### src/rtl/pcs4b5b_pkg.sv
package pcs4b5b_pkg;
  localparam int NIB_W = 4;
  localparam int CG_W  = 5;
  typedef logic [CG_W-1:0]  cg_t;
  typedef logic [NIB_W-1:0] nib_t;

  localparam cg_t CG_IDLE = 5'b11111;
  localparam cg_t CG_J    = 5'b11000;
  localparam cg_t CG_K    = 5'b10001;
  localparam cg_t CG_T    = 5'b01101;
  localparam cg_t CG_R    = 5'b00111;
  localparam cg_t CG_H    = 5'b00100;

  typedef enum logic [1:0] {TX_IDLE, TX_SEND_K, TX_BODY, TX_SEND_R} tx_st_e;
  typedef enum logic [1:0] {RX_HUNT, RX_SAW_J, RX_FRAME, RX_SAW_T} rx_st_e;

  function automatic cg_t nib_to_cg(nib_t n);
    case (n)
      4'h0: return 5'b11110;  4'h1: return 5'b01001;
      4'h2: return 5'b10100;  4'h3: return 5'b10101;
      4'h4: return 5'b01010;  4'h5: return 5'b01011;
      4'h6: return 5'b01110;  4'h7: return 5'b01111;
      4'h8: return 5'b10010;  4'h9: return 5'b10011;
      4'hA: return 5'b10110;  4'hB: return 5'b10111;
      4'hC: return 5'b11010;  4'hD: return 5'b11011;
      4'hE: return 5'b11100;  default: return 5'b11101;
    endcase
  endfunction

  // returns {hit, nibble}
  function automatic logic [NIB_W:0] cg_to_nib(cg_t c);
    case (c)
      5'b11110: return 5'h10;  5'b01001: return 5'h11;
      5'b10100: return 5'h12;  5'b10101: return 5'h13;
      5'b01010: return 5'h14;  5'b01011: return 5'h15;
      5'b01110: return 5'h16;  5'b01111: return 5'h17;
      5'b10010: return 5'h18;  5'b10011: return 5'h19;
      5'b10110: return 5'h1A;  5'b10111: return 5'h1B;
      5'b11010: return 5'h1C;  5'b11011: return 5'h1D;
      5'b11100: return 5'h1E;  5'b11101: return 5'h1F;
      default:  return 5'h00;
    endcase
  endfunction
endpackage

### src/rtl/pcs_tx_enc.sv
module pcs_tx_enc
  import pcs4b5b_pkg::*;
(
  input  logic clk_i,
  input  logic rst_ni,
  input  nib_t txd_i,
  input  logic tx_en_i,
  input  logic tx_er_i,
  output cg_t  code_o
);
  tx_st_e st_q, st_d;
  cg_t    code_q, code_d;

  always_comb begin
    st_d   = st_q;
    code_d = CG_IDLE;
    case (st_q)
      TX_IDLE: if (tx_en_i) begin
        code_d = CG_J;
        st_d   = TX_SEND_K;
      end
      TX_SEND_K: begin
        code_d = CG_K;
        st_d   = TX_BODY;
      end
      TX_BODY: if (tx_en_i) begin
        code_d = tx_er_i ? CG_H : nib_to_cg(txd_i);
      end else begin
        code_d = CG_T;
        st_d   = TX_SEND_R;
      end
      default: begin
        code_d = CG_R;
        st_d   = TX_IDLE;
      end
    endcase
  end

  always_ff @(posedge clk_i or negedge rst_ni) begin
    if (!rst_ni) begin
      st_q   <= TX_IDLE;
      code_q <= CG_IDLE;
    end else begin
      st_q   <= st_d;
      code_q <= code_d;
    end
  end

  assign code_o = code_q;

  AST_START_J: assert property (@(posedge clk_i) disable iff (!rst_ni)
    (st_q == TX_IDLE && tx_en_i) |=> code_o == CG_J);
  AST_J_THEN_K: assert property (@(posedge clk_i) disable iff (!rst_ni)
    (code_o == CG_J) |=> code_o == CG_K);
  AST_T_THEN_R: assert property (@(posedge clk_i) disable iff (!rst_ni)
    (code_o == CG_T) |=> code_o == CG_R);
  AST_HALT_ON_ERR: assert property (@(posedge clk_i) disable iff (!rst_ni)
    (st_q == TX_BODY && tx_en_i && tx_er_i) |=> code_o == CG_H);
endmodule

### src/rtl/pcs_rx_dec.sv
module pcs_rx_dec
  import pcs4b5b_pkg::*;
(
  input  logic clk_i,
  input  logic rst_ni,
  input  cg_t  code_i,
  output nib_t rxd_o,
  output logic rx_dv_o,
  output logic rx_er_o
);
  rx_st_e st_q, st_d;
  nib_t   nib_q, nib_d;
  logic   dv_q, dv_d, er_q, er_d;
  logic [NIB_W:0] dec;

  assign dec = cg_to_nib(code_i);

  always_comb begin
    st_d  = st_q;
    nib_d = '0;
    dv_d  = 1'b0;
    er_d  = 1'b0;
    case (st_q)
      RX_HUNT: if (code_i == CG_J) st_d = RX_SAW_J;
      RX_SAW_J: if (code_i == CG_K) st_d = RX_FRAME;
        else begin
          er_d = 1'b1;
          st_d = RX_HUNT;
        end
      RX_FRAME: if (code_i == CG_T) st_d = RX_SAW_T;
        else if (code_i == CG_IDLE) begin
          er_d = 1'b1;
          st_d = RX_HUNT;
        end else if (dec[NIB_W]) begin
          dv_d  = 1'b1;
          nib_d = dec[NIB_W-1:0];
        end else begin
          dv_d = 1'b1;
          er_d = 1'b1;
        end
      default: begin
        st_d = RX_HUNT;
        er_d = (code_i != CG_R);
      end
    endcase
  end

  always_ff @(posedge clk_i or negedge rst_ni) begin
    if (!rst_ni) begin
      st_q  <= RX_HUNT;
      nib_q <= '0;
      dv_q  <= 1'b0;
      er_q  <= 1'b0;
    end else begin
      st_q  <= st_d;
      nib_q <= nib_d;
      dv_q  <= dv_d;
      er_q  <= er_d;
    end
  end

  assign rxd_o   = nib_q;
  assign rx_dv_o = dv_q;
  assign rx_er_o = er_q;

  AST_DV_AFTER_JK: assert property (@(posedge clk_i) disable iff (!rst_ni)
    $rose(rx_dv_o) |-> $past(code_i, 2) == CG_K);
  AST_T_DROPS_DV: assert property (@(posedge clk_i) disable iff (!rst_ni)
    (st_q == RX_FRAME && code_i == CG_T) |=> !rx_dv_o);
  AST_IDLE_ABORT: assert property (@(posedge clk_i) disable iff (!rst_ni)
    (st_q == RX_FRAME && code_i == CG_IDLE) |=> (rx_er_o && !rx_dv_o));
  AST_LONE_J: assert property (@(posedge clk_i) disable iff (!rst_ni)
    (st_q == RX_SAW_J && code_i != CG_K) |=> (rx_er_o && !rx_dv_o));
endmodule

### src/rtl/pcs_4b5b_coder.sv
module pcs_4b5b_coder
  import pcs4b5b_pkg::*;
(
  input  logic       clk_i,
  input  logic       rst_ni,
  input  logic [3:0] txd_i,
  input  logic       tx_en_i,
  input  logic       tx_er_i,
  output logic [4:0] tx_code_o,
  input  logic [4:0] rx_code_i,
  output logic [3:0] rxd_o,
  output logic       rx_dv_o,
  output logic       rx_er_o
);
  pcs_tx_enc u_tx (
    .clk_i   (clk_i),
    .rst_ni  (rst_ni),
    .txd_i   (txd_i),
    .tx_en_i (tx_en_i),
    .tx_er_i (tx_er_i),
    .code_o  (tx_code_o)
  );

  pcs_rx_dec u_rx (
    .clk_i   (clk_i),
    .rst_ni  (rst_ni),
    .code_i  (rx_code_i),
    .rxd_o   (rxd_o),
    .rx_dv_o (rx_dv_o),
    .rx_er_o (rx_er_o)
  );
endmodule

### config.mk
export PLATFORM = sky130hd
export DESIGN_NAME = pcs_4b5b_coder
export DESIGN_NICKNAME = d
export VERILOG_FILES = /design/src/rtl/pcs4b5b_pkg.sv /design/src/rtl/pcs_tx_enc.sv /design/src/rtl/pcs_rx_dec.sv /design/src/rtl/pcs_4b5b_coder.sv
export SDC_FILE = /design/constraint.sdc
export NUM_CORES = 1
export LEC_CHECK = 0
export CORE_MARGIN = 3
export CORE_UTILIZATION = 47
export DETAILED_ROUTE_END_ITERATION = 10
export PLACE_DENSITY = 0.77
export SLEW_MARGIN = 20
export SYNTH_ARGS = -nofsm -noshare
export SYNTH_HDL_FRONTEND = slang
export SYNTH_SLANG_ARGS = --single-unit
### constraint.sdc
create_clock -name clk_i -period 1.4 [get_ports clk_i]
set_input_delay 0.14 -clock clk_i [delete_from_list [all_inputs] [get_ports clk_i]]
set_output_delay 0.14 -clock clk_i [all_outputs]
set_load 0.01 [all_outputs]
# == Yosys cells after proc, flatten, opt, wreduce, memory -nomap -nowiden ==
# Memories as Yosys holds them, arrays and structs flattened.
# Index checks and enable logic that the tools add are counted.
# W data, S select, Z words.
# op_classes
add_sub_neg,0
multipliers,0
n_div,0
order_cmp,0
n_eq_ne,13
shift,0
n_mux,24
n_bitwise,0
n_reduce_logical,4
# ops
cell,n
$mux W4,4
$eq A5 B5 Y1 const B,3
$pmux W5 S3,1
$mux W2,6
$pmux W2 S3,2
$mux W5,2
$mux W1,7
$eq A5 B4 Y1 const B,1
$ne A5 B3 Y1 const B,1
$eq A2 B1 Y1 const B,2
$eq A2 B2 Y1 const B,2
$logic_not A2 Y1,2
$ne A2 B2 Y1 const B,2
$reduce_and A2 Y1,2
$mux W3,1
$ne A3 B1 Y1 const B,1
$pmux W1 S3,1
$ne A2 B1 Y1 const B,1
# totals
regBits,15
latchBits,0
mem_bits_rw,0
mem_bits_ro,240
in_bits,13
out_inout_bits,11
word_cells,49
memories,2
# mem_list
memory,depth,width,rd,rd_clocked_by_memory_dff,write_ports,line,source
(name not given),32,5,1,0,0,pcs4b5b_pkg.sv:32,case (c)
(name not given),16,5,1,0,0,pcs4b5b_pkg.sv:18,case (n)

# == Longest topological paths before layout ==
# Gate-level depths: netlist of run 1.
# An unclocked memory read counts as a cell.
# logic_depth
word_depth,5
depth_mapped,6
ltp_nobuf,6

# == Cells and area by module ==
# Synthesis of run 1 repeated with hierarchy kept, for this count alone.
# hier_totals
cells_unflattened,101
area_unflattened_um2,957.2
# by_module_without_submodules
module,n_inst,cells_per_inst,area_per_inst_um2,seq_area_each_um2
pcs_rx_dec,1,57,530.5,200.2
pcs_tx_enc,1,44,426.7,181.4

# == Worst setup path before layout of run 1 ==
# No wires, ideal clock.
# synth_path
kind,reg2reg
from,reg u_tx.st_q[0]
to,reg u_tx.code_q[0] (netlist: u_tx.code_o[0])
setup_ps,86
t_arrival_ps,1162
required_ps,1314
slack_ps,153
stages_incl_launch_ff,5
path_buffers,0
synth_period_minus_slack_ps,1247
path_cell_list,dfrtp_1 inv_1 ha_1 nor2b_1 a2111o_1
# synth_via
elab_chain_cells,2
word_cells_on_any_way,4
classes_between,2 x eq/ne; 1 x mux; 1 x reduce/logical
# synth_lines
item,line,source
"start, declared",pcs_tx_enc.sv:11,"tx_st_e st_q, st_d;"
"start signal, assigned",pcs_tx_enc.sv:44,st_q <= st_d;
$eq A2 B2 Y1 (tied with other cells),pcs_tx_enc.sv:17,case (st_q)
$pmux W5 S3 *,pcs_tx_enc.sv:17,
via u_tx.code_d[0],pcs_tx_enc.sv:12,"cg_t code_q, code_d;"
"end signal, assigned",pcs_tx_enc.sv:45,code_q <= code_d;
"end, declared",pcs_tx_enc.sv:12,
# The timed path passes the listed nets; every way through them passes the cells marked *.
# A chain may end at the register's enable or synchronous reset.

# == Final worst setup path of run 1 ==
# layout_path
from,reg u_tx.st_q[1]
to,reg u_tx.code_q[0] (netlist: u_tx.code_o[0])
# Same word-level chain as after synthesis.

==> results.md, run 1 <==
* Final setup violation count at 0
* Count of cell types in the netlist at 39
* Layout cell share with drive strength beyond 1 at 29.4%
* Via count of the first global-routing pass at 826
* Top-Level Pins at 24
* Post-synthesis sequential area ratio at 41.3%
* Critical path capture point type: register
* Critical-path cell list: inv_1, ha_2, nor2b_2, a2111o_1
* Power density over the cells at 1210 nW/um^2
* Half-perimeter wire length after placement at 1.73 mm
* Number of nets in the layout at 157
* Layout overhead on the synthesized area at 46.5%
* Peak supply drop at 1.36 mV
* Wire length of the first global-routing pass at 3.82 mm
* Site row count at 15
* DRT Pass-1 Iters at 4
* Final Skew at 4.40 ps
* Tot GR Track Use at 20.1%
* Tightest hold margin at 160 ps
* Clock insertion delay at the later pin of the skew report at 280 ps
* Area used by sequential logic in the layout at 382 um^2
* Clock tree root buffer cell: sky130_fd_sc_hd__clkbuf_4
* Deepest clock path buffer count at 2
* Commonest non-fill, non-tap cells in the layout: sky130_fd_sc_hd__buf_4 (19), sky130_fd_sc_hd__clkdlybuf4s50_1 (15), sky130_fd_sc_hd__dfrtp_1 (10)
* Cell family with most CP delay: flip-flops
* Number of design rule violations left after detail routing at 0
* Multi-input combinational cell area at 522 um^2
* Biggest area contributors in the synthesized netlist: sky130_fd_sc_hd__dfrtp_1 (27%), sky130_fd_sc_hd__dfstp_2 (14%), sky130_fd_sc_hd__ha_1 (9.5%), sky130_fd_sc_hd__mux2i_1 (3.2%), sky130_fd_sc_hd__nor2_1 (3.2%)
* TritonCTS clock tree: done
* Rel. slew slack at 80.6%
* Standard cell core area at 1780 um^2
* CP bufs+invs at 1
* Via/cell ratio at 5.20
* Most frequent standard cell in the layout excluding fill and tap cells: sky130_fd_sc_hd__buf_4
* Number of nets in the synthesized netlist at 111
* CTS clk-pin slew, worst paths at 90 ps
* Period utilisation layout at 94.7%
* Min Tclk post-route at 1330 ps
* Average instance area after synthesis at 10.2 um^2
* Maximum number of pins on one net before global-route repair at 16
* Cts-stage hold buffer count at 0
* Least-Margin Pin Slew at 290 ps
* Max Freq at 0.754 GHz
* Worst-path cell with the longest stage delay: sky130_fd_sc_hd__dfrtp_1
* Filler cell count at 134
* Number of hold violations in the final report at 0
* Result of the run: finished, final reports clean
* Antenna Violating Nets Remaining at 0
* Total die area at 2540 um^2
* Die X at 50.4 um
* Req. time, crit path at 1610 ps
* Yosys warnings at 0
* Signal arrival time at the worst endpoint at 1540 ps
* Cell area after synthesis at 925 um^2
* Antenna diode count at 0
* Critical path's largest stage delay at 400 ps
* Maximum fanout count along the critical path at 4
* Routed WL at 2.26 mm
* Final routed wire length divided by cell count at 14.0 um
* Min-Delay Path Class: primary input to async pin
* Post-DP Area at 1310 um^2
* P_leak at 0.620 nW
* Finished layout cell area at 1360 um^2
* CTS H-Tree Depth at 1
* Die boundary height at 50.4 um
* Crit start category: register
* Number of synthesized register bits at 15
* RSZ-0062 raised after global routing: no
* Initial core utilization at 51.9%
* DR vias at 838
* Port bufs at 23
* Number of DRC violations after detailed-routing iteration 0 at 9
* Yosys top cell by area: sky130_fd_sc_hd__dfrtp_1
* Number of instances in the synthesized netlist at 91
* Yosys top cell area share at 27.1%
* Utilization after layout at 76.0%
* Number of antenna violations at the first check in global routing at 0
* GRT overflow at 0
* Placer congestion estimate at 0.852
* Clock sink total at 15
* CTS Buf Count at 3
* Critical Setup Path Class: register to register
* Slew Limit Fails at 0
* Max-cap viol count at 0
final cells by class:
cell class / count / share of cell area (%)
timing repair buffer: 42 / 26.8
clock buffer: 3 / 1.66
clock inverter: 1 / 0.369
sequential: 15 / 28.2
inverter: 8 / 2.22
multi-input combinational: 67 / 38.5
tap: 25 / 2.31
synthesized netlist by cell type:
cell type and instances:
sky130_fd_sc_hd__dfrtp_1 10, sky130_fd_sc_hd__nor2_1 8, sky130_fd_sc_hd__ha_1 7, sky130_fd_sc_hd__inv_1 7, sky130_fd_sc_hd__a21oi_1 5, sky130_fd_sc_hd__dfstp_2 5
sky130_fd_sc_hd__nand2_1 5, sky130_fd_sc_hd__o21ai_0 4, sky130_fd_sc_hd__mux2i_1 3, sky130_fd_sc_hd__nand2b_1 3, sky130_fd_sc_hd__nor2b_1 3, sky130_fd_sc_hd__nand3_1 2
sky130_fd_sc_hd__nor3_1 2, sky130_fd_sc_hd__o21ai_1 2, sky130_fd_sc_hd__a2111o_1 1, sky130_fd_sc_hd__a2111oi_2 1, sky130_fd_sc_hd__a211oi_1 1, sky130_fd_sc_hd__a221o_1 1
sky130_fd_sc_hd__a22o_1 1, sky130_fd_sc_hd__a31oi_1 1, sky130_fd_sc_hd__and2b_1 1, sky130_fd_sc_hd__buf_6 1, sky130_fd_sc_hd__inv_2 1, sky130_fd_sc_hd__nand3b_1 1
sky130_fd_sc_hd__nand4b_1 1, sky130_fd_sc_hd__nor4_2 1, sky130_fd_sc_hd__nor4b_1 1, sky130_fd_sc_hd__nor4b_2 1, sky130_fd_sc_hd__o21ba_2 1, sky130_fd_sc_hd__o21bai_1 1
sky130_fd_sc_hd__o21bai_2 1, sky130_fd_sc_hd__o221ai_1 1, sky130_fd_sc_hd__o221ai_2 1, sky130_fd_sc_hd__o22a_1 1, sky130_fd_sc_hd__o311ai_1 1, sky130_fd_sc_hd__o32a_1 1
sky130_fd_sc_hd__or2_4 1, sky130_fd_sc_hd__or3_1 1, sky130_fd_sc_hd__xnor2_1 1
final timing paths:
kind	slack, ps	cells after the start	to	start
setup / recovery	70	4	u_tx.code_o[0]$_DFF_PN1_	u_tx.st_q[1]$_DFFE_PN0P_
hold / removal	160	2	u_rx.rx_er_o$_DFF_PN0_	rst_ni
setup reg to reg	70	4	u_tx.code_o[0]$_DFF_PN1_	u_tx.st_q[1]$_DFFE_PN0P_
hold reg to reg	510	1	u_rx.st_q[0]$_DFFE_PN0P_	u_rx.st_q[0]$_DFFE_PN0P_
max in group asynchronous	1000	2	u_tx.code_o[3]$_DFF_PN1_	rst_ni
min in group clk_i	350	3	u_rx.rxd_o[0]$_DFF_PN0_	rx_code_i[2]
power by group:
part | switching [mW] | internal [mW] | leakage [nW]
registers | 0.0551 | 0.602 | 0.187
clock network | 0.133 | 0.106 | 0.0177
logic | 0.381 | 0.361 | 0.415
total | 0.569 | 1.07 | 0.620
cells by family after synthesis:
logic type               after synthesis  synth area share (%)
AO/OA/AOI/OAI                         25                  21.0
XOR/XNOR                               1                 0.947
buffers and inverters                  9                  4.47
AND/OR/NAND/NOR                       31                  19.6
adder cells (fa/ha/maj)                7                  9.47
flip-flops                            15                  41.3
multiplexers                           3                  3.25
registers in the layout, indices dropped and copies added, names as in the netlist:
name          flops
u_rx.rx_dv_o      1
u_rx.rxd_o        4
u_rx.st_q         2
u_tx.code_o       5
u_rx.rx_er_o      1
u_tx.st_q         2
what timing repair did:
action	4_1_cts	5_1_grt
endpoints found under the hold margin	0	0
resized for setup	10	3
buffers inserted	0	1
pin swaps	1	0
endpoints found under the setup margin	10	3
routing by layer:
layer	up-vias	global-route usage [%]	routed length [um]
met1	393	25.0	969
met2	22	33.9	1160
met4	0	4.48	6
li1	421	-	-
met3	2	6.23	116
met5	-	0	0
stage by stage:
| stage | std cells | worst slack [ps] | setup TNS (ps) | power (mW) |
|---|---|---|---|---|
| after floorplan | 91 | 153 | 0 | 1.06 |
| after global placement | 156 | -274 | -1590 | 1.37 |
| after detailed placement | 156 | -371 | -1990 | 1.41 |
| after CTS | 160 | 48.3 | 0 | 1.59 |
| after global routing | 161 | 16.0 | 0 | 1.76 |
| final | 161 | 74.5 | 0 | 1.64 |
No activity file was read; power rests on OpenSTA's default activity.
==> inputs of run 2 (changes only) <==
Settings changed: CAP_MARGIN set to 20, PLACE_DENSITY 0.77 to 0.83.
==> results.md, run 2 (synthesized netlist as in run 1, its figures left out) <==
* Rel. slew slack at 81.5% (+0.86 points)
* Filler cell count at 123 (-8.2%)
* Switching Fraction at 35.3% (+0.56 points)
* Number of nets in the layout at 160 (+1.9%)
* Port bufs at 23 (unchanged)
* Critical Setup Path Class: register to register
* Tightest hold margin at 160 ps (-0.862 ps)
* Number of DRC violations after detailed-routing iteration 0 at 24 (+15)
* Share of total power in sequential cells at 37.8% (-2.3 points)
* Maximum number of pins on one net before global-route repair at 16 (unchanged)
* Die boundary height at 50.4 um (unchanged)
* Period utilisation layout at 96.8% (+2.1 points)
* Finished layout cell area at 1390 um^2 (+2.2%)
* Clock insertion delay at the later pin of the skew report at 290 ps (about the same)
* Placed instance count at 155 (-0.64%)
* Total design power at 1.71 mW (+4.6%)
* TritonCTS clock tree: done
* Part of the power in combinational logic at 46.4% (+1.1 points)
* Largest register FFs at 5 (unchanged)
* Number of hold violations in the final report at 0 (unchanged)
* Via/cell ratio at 5.43 (+4.3%)
* Commonest non-fill, non-tap cells in the layout: sky130_fd_sc_hd__buf_4 (22), sky130_fd_sc_hd__clkdlybuf4s50_1 (16), sky130_fd_sc_hd__dfrtp_1 (10)
* Worst r2r path cells at 4 (unchanged)
* Req. time, crit path at 1620 ps (about the same)
* CTS H-Tree Depth at 1 (unchanged)
* Clock tree root buffer cell: sky130_fd_sc_hd__clkbuf_4
* Total die area at 2540 um^2 (unchanged)
* Standard cell core area at 1780 um^2 (unchanged)
* CTS Buf Count at 3 (unchanged)
* Top-Level Pins at 24 (unchanged)
* Result of the run: finished, final reports clean
* DR vias at 890 (+6.2%)
* Power spent charging and discharging nets at 0.605 mW (+6.3%)
* Maximum fanout count along the critical path at 4 (unchanged)
* Number of design rule violations left after detail routing at 0 (unchanged)
* Final cell count without fillers at 164 (+1.9%)
* Sum of negative setup slack at 0 ps (unchanged)
* Tot GR Track Use at 18.2% (-1.8 points)
* Signal arrival time at the worst endpoint at 1570 ps (+30 ps)
* Half-perimeter wire length after placement at 1.64 mm (-5.4%)
* Die X at 50.4 um (unchanged)
* Placer congestion estimate at 0.912 (+7.0%)
* CTS clk-pin slew, worst paths at 110 ps (+20 ps)
* Final Skew at 4.69 ps (+0.298 ps)
* Antenna diode count at 0 (unchanged)
* R2r startpoint: u_tx.st_q[0]$_DFFE_PN0P_
* Worst slack, placed at -339 ps (+31.9 ps)
* GRT overflow at 0 (unchanged)
* Final WS setup at 44.7 ps (-29.8 ps)
* Critical Path Sink: u_tx.code_o[0]$_DFF_PN1_
* Layout cell share with drive strength beyond 1 at 30.9% (+1.5 points)
* Utilization after layout at 77.7% (+1.7 points)
* Start point of the critical path: u_tx.st_q[0]$_DFFE_PN0P_
* Initial core utilization at 51.9% (unchanged)
* Crit start category: register
* Layout overhead on the synthesized area at 49.8%
* Most frequent standard cell in the layout excluding fill and tap cells: sky130_fd_sc_hd__buf_4
* Internal portion of total power at 1.11 mW (+3.7%)
* Least-Margin Pin Slew at 278 ps (-12.9 ps)
* Relative contribution of the clock network to total power at 15.8% (+1.2 points)
* Final setup violation count at 0 (unchanged)
* Critical path capture point type: register
* Peak supply drop at 1.23 mV (-10%)
* Area used by sequential logic in the layout at 382 um^2 (unchanged)
* Number of antenna violations at the first check in global routing at 0 (unchanged)
* Min Tclk post-route at 1360 ps (+29.8 ps)
* Via count of the first global-routing pass at 786 (-4.8%)
* DRT Pass-1 Iters at 4 (unchanged)
* Max-cap viol count at 0 (unchanged)
* Wire length of the first global-routing pass at 3.61 mm (-5.4%)
* Min-Delay Path Class: primary input to async pin
* Deepest clock path buffer count at 2 (unchanged)
* P_leak at 0.638 nW (+2.9%)
* Multi-input combinational cell area at 522 um^2 (unchanged)
* Reg2reg end: u_tx.code_o[0]$_DFF_PN1_
* Antenna Violating Nets Remaining at 0 (unchanged)
* Post-DP Area at 1300 um^2 (-0.57%)
* Site row count at 15 (unchanged)
* Final routed wire length divided by cell count at 14.6 um (+4.2%)
* Slew Limit Fails at 0 (unchanged)
* Clock sink total at 15 (unchanged)
* Power density over the cells at 1240 nW/um^2 (+2.3%)
* Routed WL at 2.39 mm (+6.1%)
* Setup slack of the most critical reg-to-reg path at 40 ps (-30 ps)
* Max Freq at 0.738 GHz (-2.2%)
-- run 2: power by group through the flow --
stage	Clock [mW]	Sequential, mW	Combinational (mW)
CTS	0.276	0.654	0.687
floorplan	0	0.704	0.355
finish	0.270	0.648	0.795
detailed placement	0	0.667	0.729
global placement	0	0.660	0.712
global route	0.301	0.662	0.874
-- run 2: worst min path at each step --
| stage | end | from | depth (start not counted) | slack, ps |
|---|---|---|---|---|
| detailed placement | u_rx.rx_er_o$_DFF_PN0_ | rst_ni | 2 | 480 |
| floorplan | u_rx.rx_dv_o$_DFF_PN0_ | rst_ni | 0 | -160 |
| finish | u_rx.st_q[0]$_DFFE_PN0P_ | rst_ni | 2 | 160 |
| global placement | u_rx.st_q[0]$_DFFE_PN0P_ | rst_ni | 2 | 470 |
| global route | u_rx.st_q[1]$_DFFE_PN0P_ | rst_ni | 2 | 160 |
| CTS | u_rx.st_q[0]$_DFFE_PN0P_ | rst_ni | 2 | 160 |
-- run 2: layout make-up --
class	instances	area share (%)
Multi-Input combinational cell	67	37.7
Tap cell	25	2.26
Inverter	8	2.17
Timing Repair Buffer	45	28.2
Clock buffer	3	1.63
Sequential cell	15	27.6
Clock inverter	1	0.542
-- run 2: timing repair --
action	4_1_cts	5_1_grt
hold buffers	0	0
endpoints found under the setup margin	7	9
resized for setup	7	5
pin swaps	2	2
setup buffers	1	4
-- run 2: routing by layer --
metal / track usage (%) / wire, um
met5: 0 / 0
met4: 4.93 / 22
met3: 3.26 / 107
met2: 27.8 / 1140
met1: 26.5 / 1130
-- run 2: critical path: stages (launching register included) --
cell and delay [ps]:
sky130_fd_sc_hd__dfrtp_1 390, sky130_fd_sc_hd__inv_1 80, sky130_fd_sc_hd__ha_1 250, sky130_fd_sc_hd__nor2b_2 190, sky130_fd_sc_hd__a2111o_1 390
